**config.mk**
```make
export PLATFORM = sky130hd
export DESIGN_NAME = clkmon_mute
export DESIGN_NICKNAME = d
export VERILOG_FILES = /design/src/rtl/clkmon_pkg.sv /design/src/rtl/mclk_edge_sync.sv /design/src/rtl/mclk_window_meter.sv /design/src/rtl/err_mute_matrix.sv /design/src/rtl/clkmon_mute.sv
export SDC_FILE = /design/constraint.sdc
export NUM_CORES = 1
export LEC_CHECK = 0
export ABC_AREA = 0
export BUFFER_PORTS_ARGS = -buffer_cell sky130_fd_sc_hd__buf_2
export CELL_PAD_IN_SITES_DETAIL_PLACEMENT = 1
export CELL_PAD_IN_SITES_GLOBAL_PLACEMENT = 1
export CORE_ASPECT_RATIO = 1.1
export CORE_MARGIN = 4
export CORE_UTILIZATION = 36
export DETAILED_ROUTE_END_ITERATION = 10
export GPL_TIMING_DRIVEN = 0
export PLACE_DENSITY_LB_ADDON = 0.2
export REMOVE_ABC_BUFFERS = 1
export SETUP_SLACK_MARGIN = 0.5
export SLEW_MARGIN = 20
export SYNTH_ARGS = -nofsm -noshare
export SYNTH_HDL_FRONTEND = slang
export SYNTH_SLANG_ARGS = --single-unit
```
**constraint.sdc**
```tcl
create_clock -name clk_sys -period 2.6 [get_ports clk_sys]
set_clock_uncertainty 0.1 [all_clocks]
set_input_delay 0.13 -clock clk_sys [delete_from_list [all_inputs] [get_ports clk_sys]]
set_output_delay 0.13 -clock clk_sys [all_outputs]
set_load 0.02 [all_outputs]
```
**src/rtl/clkmon_pkg.sv**
```systemverilog
`timescale 1ns/1ps
package clkmon_pkg;
  localparam int NSRC      = 5;
  localparam int IDX_PROTO = 0;
  localparam int IDX_UNDER = 1;
  localparam int IDX_OVER  = 2;
  localparam int IDX_RANGE = 3;
  localparam int IDX_EXT   = 4;
  typedef logic [NSRC-1:0] srcvec_t;
endpackage

```
**src/rtl/mclk_edge_sync.sv**
```systemverilog
`timescale 1ns/1ps
// Brings an asynchronous clock into the system domain and emits one pulse per rising edge.
module mclk_edge_sync #(
  parameter int STAGES = 2
) (
  input  logic clk,
  input  logic rst_n,
  input  logic async_in,
  output logic rise_o
);
  logic [STAGES:0] chain_q;
  logic [STAGES:0] chain_d;

  always_comb begin
    chain_d = {chain_q[STAGES-1:0], async_in};
  end

  always_ff @(posedge clk or negedge rst_n) begin
    if (!rst_n) chain_q <= '0;
    else        chain_q <= chain_d;
  end

  // chain_q[STAGES-1] is the synchronized level, chain_q[STAGES] its delayed copy
  assign rise_o = chain_q[STAGES-1] & ~chain_q[STAGES];
endmodule

```
**src/rtl/mclk_window_meter.sv**
```systemverilog
`timescale 1ns/1ps
// Counts edge pulses over fixed windows, publishes the count and checks it against limits.
module mclk_window_meter #(
  parameter int WIN = 32,
  parameter int CW  = $clog2(WIN + 1)
) (
  input  logic          clk,
  input  logic          rst_n,
  input  logic          rise_i,
  input  logic [CW-1:0] lim_lo,
  input  logic [CW-1:0] lim_hi,
  output logic [CW-1:0] meas_o,
  output logic          stb_o,
  output logic          range_err_o
);
  localparam int WW = (WIN > 1) ? $clog2(WIN) : 1;
  localparam logic [WW-1:0] WLAST = WW'(WIN - 1);

  logic [WW-1:0] wcnt_q, wcnt_d;
  logic [CW-1:0] acc_q, acc_d, acc_sum;
  logic [CW-1:0] meas_q, meas_d;
  logic          stb_q, stb_d;
  logic          armed_q, armed_d;
  logic          rerr_q, rerr_d;
  logic          wend;

  always_comb begin
    wend    = (wcnt_q == WLAST);
    acc_sum = acc_q + CW'(rise_i);
    wcnt_d  = wend ? '0 : wcnt_q + 1'b1;
    acc_d   = wend ? '0 : acc_sum;
    meas_d  = wend ? acc_sum : meas_q;
    stb_d   = wend;
    armed_d = armed_q | wend;
    rerr_d  = wend & armed_q & ((acc_sum < lim_lo) | (acc_sum > lim_hi));
  end

  always_ff @(posedge clk or negedge rst_n) begin
    if (!rst_n) begin
      wcnt_q  <= '0;
      acc_q   <= '0;
      meas_q  <= '0;
      stb_q   <= 1'b0;
      armed_q <= 1'b0;
      rerr_q  <= 1'b0;
    end else begin
      wcnt_q  <= wcnt_d;
      acc_q   <= acc_d;
      stb_q   <= stb_d;
      armed_q <= armed_d;
      rerr_q  <= rerr_d;
      if (wend) meas_q <= meas_d;
    end
  end

  assign meas_o      = meas_q;
  assign stb_o       = stb_q;
  assign range_err_o = rerr_q;
endmodule

```
**src/rtl/err_mute_matrix.sv**
```systemverilog
`timescale 1ns/1ps
// Sticky error flags with write-one-to-clear, per-source mute and interrupt selection.
module err_mute_matrix
  import clkmon_pkg::*;
(
  input  logic    clk,
  input  logic    rst_n,
  input  srcvec_t set_i,
  input  srcvec_t clr_i,
  input  srcvec_t mute_sel,
  input  srcvec_t irq_sel,
  input  logic    pol_i,
  output srcvec_t flags_o,
  output logic    mute_o,
  output logic    irq_o
);
  srcvec_t flags_q, flags_d;
  logic    mute_req;

  always_comb begin
    flags_d  = (flags_q & ~clr_i) | set_i;
    mute_req = |((flags_q | set_i) & mute_sel);
  end

  always_ff @(posedge clk or negedge rst_n) begin
    if (!rst_n) flags_q <= '0;
    else        flags_q <= flags_d;
  end

  assign flags_o = flags_q;
  assign mute_o  = pol_i ? mute_req : ~mute_req;
  assign irq_o   = |(flags_q & irq_sel);
endmodule

```
**src/rtl/clkmon_mute.sv**
```systemverilog
`timescale 1ns/1ps
module clkmon_mute
  import clkmon_pkg::*;
#(
  parameter int WIN         = 32,
  parameter int SYNC_STAGES = 2,
  parameter int CW          = $clog2(WIN + 1)
) (
  input  logic          clk_sys,
  input  logic          rst_n,
  input  logic          mclk_in,
  input  logic [CW-1:0] lim_lo,
  input  logic [CW-1:0] lim_hi,
  input  logic          src_proto_err,
  input  logic          src_underrun,
  input  logic          src_overrun,
  input  logic          src_ext_mute,
  input  logic [4:0]    mute_en,
  input  logic [4:0]    irq_en,
  input  logic          mute_pol,
  input  logic [4:0]    clr_w1c,
  output logic [CW-1:0] meas_count,
  output logic          meas_stb,
  output logic [4:0]    err_flags,
  output logic          mute_out,
  output logic          irq
);
  logic    mclk_rise;
  logic    range_err;
  srcvec_t set_vec;

  mclk_edge_sync #(.STAGES(SYNC_STAGES)) u_sync (
    .clk(clk_sys), .rst_n(rst_n), .async_in(mclk_in), .rise_o(mclk_rise)
  );

  mclk_window_meter #(.WIN(WIN), .CW(CW)) u_meter (
    .clk(clk_sys), .rst_n(rst_n), .rise_i(mclk_rise),
    .lim_lo(lim_lo), .lim_hi(lim_hi),
    .meas_o(meas_count), .stb_o(meas_stb), .range_err_o(range_err)
  );

  always_comb begin
    set_vec            = '0;
    set_vec[IDX_PROTO] = src_proto_err;
    set_vec[IDX_UNDER] = src_underrun;
    set_vec[IDX_OVER]  = src_overrun;
    set_vec[IDX_RANGE] = range_err;
    set_vec[IDX_EXT]   = src_ext_mute;
  end

  err_mute_matrix u_matrix (
    .clk(clk_sys), .rst_n(rst_n), .set_i(set_vec), .clr_i(clr_w1c),
    .mute_sel(mute_en), .irq_sel(irq_en), .pol_i(mute_pol),
    .flags_o(err_flags), .mute_o(mute_out), .irq_o(irq)
  );
endmodule

```
==> flow_summary.ini <==
[status]
status = finished, final reports clean

[worst_hold_path]
whs_path_depth = 3
hold_path_end = u_matrix.flags_o[0]
worstHoldPathType = in -> reg
min_delay_startpoint = clr_w1c[0]

[power_and_ir_drop]
power.static_leakage_nw = 1.04
power-per-cell-area_mw_per_mm2 = 709
ir_drop_mv = 0.373
power_mw = 1.42

[placement]
gp_congestion = 0.727
placed_cell_count = 227
buffer_ports.inserted = 48
detailed_place_hpwl_um = 2500
dp_worst_setup_slack_ns = -0.00289

[critical_path]
path_buf_inv = 1
worst_path_largest_cell_delay_ns = 0.41
critical_path.most_common_cell = ha_4
cp_data_required_time_ns = 2.65
crit-reg2reg-launch = u_sync.chain_q[2]
timing.reg2reg.worst_path_depth = 11
critPathTopFamily = adder cells
worstPathMaxFanout = 3
crit_slowest_cell = dfrtp_1
path_cells = nor2b_4, ha_4, ha_4, nand3_4, xor2_4, inv_2, ha_4, a21oi_2, nand2_1, a221oi_4, o22ai_2
crit_type = reg -> reg
cp_launch_type = flop
crit-reg2reg-capture = u_meter.range_err_o
critical_path.startpoint = u_sync.chain_q[2]
arrival_ns = 2.36
end_kind = flop
regToRegSetupSlack_ns = 0.30

[synth]
async_flop_share_pct = 100
synth.avg_cell_area_sq_um = 10.5
yosys_warnings = 0
cell_types_occupying_the_most_area_after_synthesis = dfrtp_1 51%, ha_1 14%, inv_1 5.7%
list_of_most_frequent_post_synthesis_cells = 28 x dfrtp_1, 21 x inv_1, 15 x ha_1
yosysTopAreaCell = dfrtp_1
netlist_instances = 131
post_synthesis_sequential_area_ratio_pct = 50.8
mappedNetlistArea_sq_mm = 0.00138
ys_dominant_reg_cell = dfrtp_1
yosys_register_bits = 28
ys_types = 29
synth_top_area_share_pct = 50.8
synth-edff-count = 0
yosys.cell_count.top_type = dfrtp_1

[detailed_routing]
detail_route.iter0.violations = 21
drt-vias-per-instance = 4.75
detailedRoute.firstPassIterationCount = 4
post_drt_wl_per_cell_um = 14.2
antenna_left = 0
routed_wirelength_um = 3380
drc = 0
total_via_count_after_detailed_routing = 1130

[clocking]
htree_levels = 1
clock_buffers_created_by_tritoncts = 3
clock_sink_count = 28
clk_pin_slew_ns = 0.10
worst_skew_pair.late_latency_ns = 0.27
ctsRootBufferMaster = clkbuf_8
cts_max_path_buffers = 2
tritoncts_clock_tree = yes

[final_layout]
post_layout_nonfiller_instances = 238
syn_to_final_growth_pct = 45.1
ratio_of_cells_with_drive_above_1_in_the_final_layout_pct = 39.9
layout.nets = 239
number_of_antenna_diodes = 0

[global_route]
groute.usage.overall_pct = 14.7
grt_pass1_vias = 1227
grt_max_degree = 29
grt_antenna_before_repair = 0
grt_overflow_total = 0
grt_first_pass_wirelength_um = 5480

[sta]
fin_setup_tns_ns = 0
max-slew-margin-rel_pct = 58.3
grt_setup_unrepaired = true
setup-violations-final = 0
timing.final.crit_share_pct = 88.5
clock.fmax_mhz = 435
tightestPinTransition_ns = 0.626
setup_ws_ns = 0.300
final-hold-violation-count = 0
maxSlewViolCount = 0
layout_min_cycle_time_ns = 2.30

[floorplan]
floorplan.die.width_um = 67.0
i_o_pin_count = 49
fp.dieArea_sq_mm = 0.00489
chipHeight_um = 72.9
core_region_area_sq_mm = 0.00368
rows = 23
effective_utilization_at_floorplan_pct = 37.5

[job]
timing.max_cap.violations = 0
==> worst min-delay path: cells and delay by family <==
kind	cells	cell delay, ns
buffers and inverters	2	0.14
AOI/OAI and AO/OA	1	0.10
==> through the flow <==
stage	utilization, %	hold slack [ns]	area [sq um]
floorplan	-	-0.266	1370
global placement	45.4	0.0732	1670
detailed placement	45.4	0.0837	1670
CTS	52.6	0.0156	1940
global route	54.4	0.0130	2000
finish	54.4	0.0196	2000
==> metal layers <==
metal / part of all wire, % / vias up / GRT usage, %
li1: - / 544 / -
met1: 37 / 545 / 16.6
met2: 55 / 39 / 27.8
met3: 7.6 / 2 / 2.62
met4: 0.30 / 0 / 4.05
met5: 0 / - / 0
==> cells by family after synthesis <==
family          Yosys count  share of synthesized area [%]
buf+inv                  23                           6.44
simple gates             31                           11.1
xor+xnor                  7                           4.44
fa+ha+maj                15                           13.6
compound gates           25                           12.1
mux                       2                           1.63
flops                    28                           50.8
==> worst max-delay path by stage <==
stage | to | slack [ns] | cells past startpoint
floorplan | u_meter.range_err_o | 0.29 | 11
global placement | u_meter.range_err_o | 0.06 | 11
detailed placement | u_meter.range_err_o | -0.003 | 11
CTS | u_meter.range_err_o | 0.28 | 11
global route | u_meter.range_err_o | 0.21 | 11
finish | u_meter.range_err_o | 0.30 | 11
==> final cells by class <==
class	count	area, sq um
clock buffer	3	41.3
clock inverter	1	30.0
fill	421	1680
inverter	21	78.8
multi-input combinational	80	782
sequential	28	701
tap	50	62.6
timing repair buffer	55	308
==> power by group <==
part	total (mW)	internal, mW	switching [mW]
clock	0.340	0.206	0.134
sequential	0.582	0.505	0.0770
combinational	0.498	0.238	0.260
total	1.42	0.949	0.471
==> placed cells by master, fill, tap and decap left out, types with 5 or more instances in the layout <==
master	Yosys	layout
buf_2	2	48
dfrtp_1	28	28
inv_1	21	20
nor2_1	12	12
ha_1	15	9
a21o_1	7	7
dlygate4sd3_1	0	6
nand3_1	6	5
a21oi_1	6	5
ha_4	0	5
==> sequential cells by signal, summed over array words and instances, names as in the netlist <==
signal               count
u_meter.wcnt_q           5
u_meter.stb_o            1
u_meter.meas_o           6
u_meter.acc_q            6
u_matrix.flags_o         5
u_meter.armed_q          1
u_sync.chain_q           3
u_meter.range_err_o      1
==> timing repair <==
item / CTS / global route
resized for setup: 19 / 8
hold buffers: 6 / 0
hold endpoints to repair: 33 / 0
setup endpoints to repair: 1 / 3
pin swaps: 6 / 6
setup buffers: 1 / 0
No activity file was read; power rests on OpenSTA's default activity.
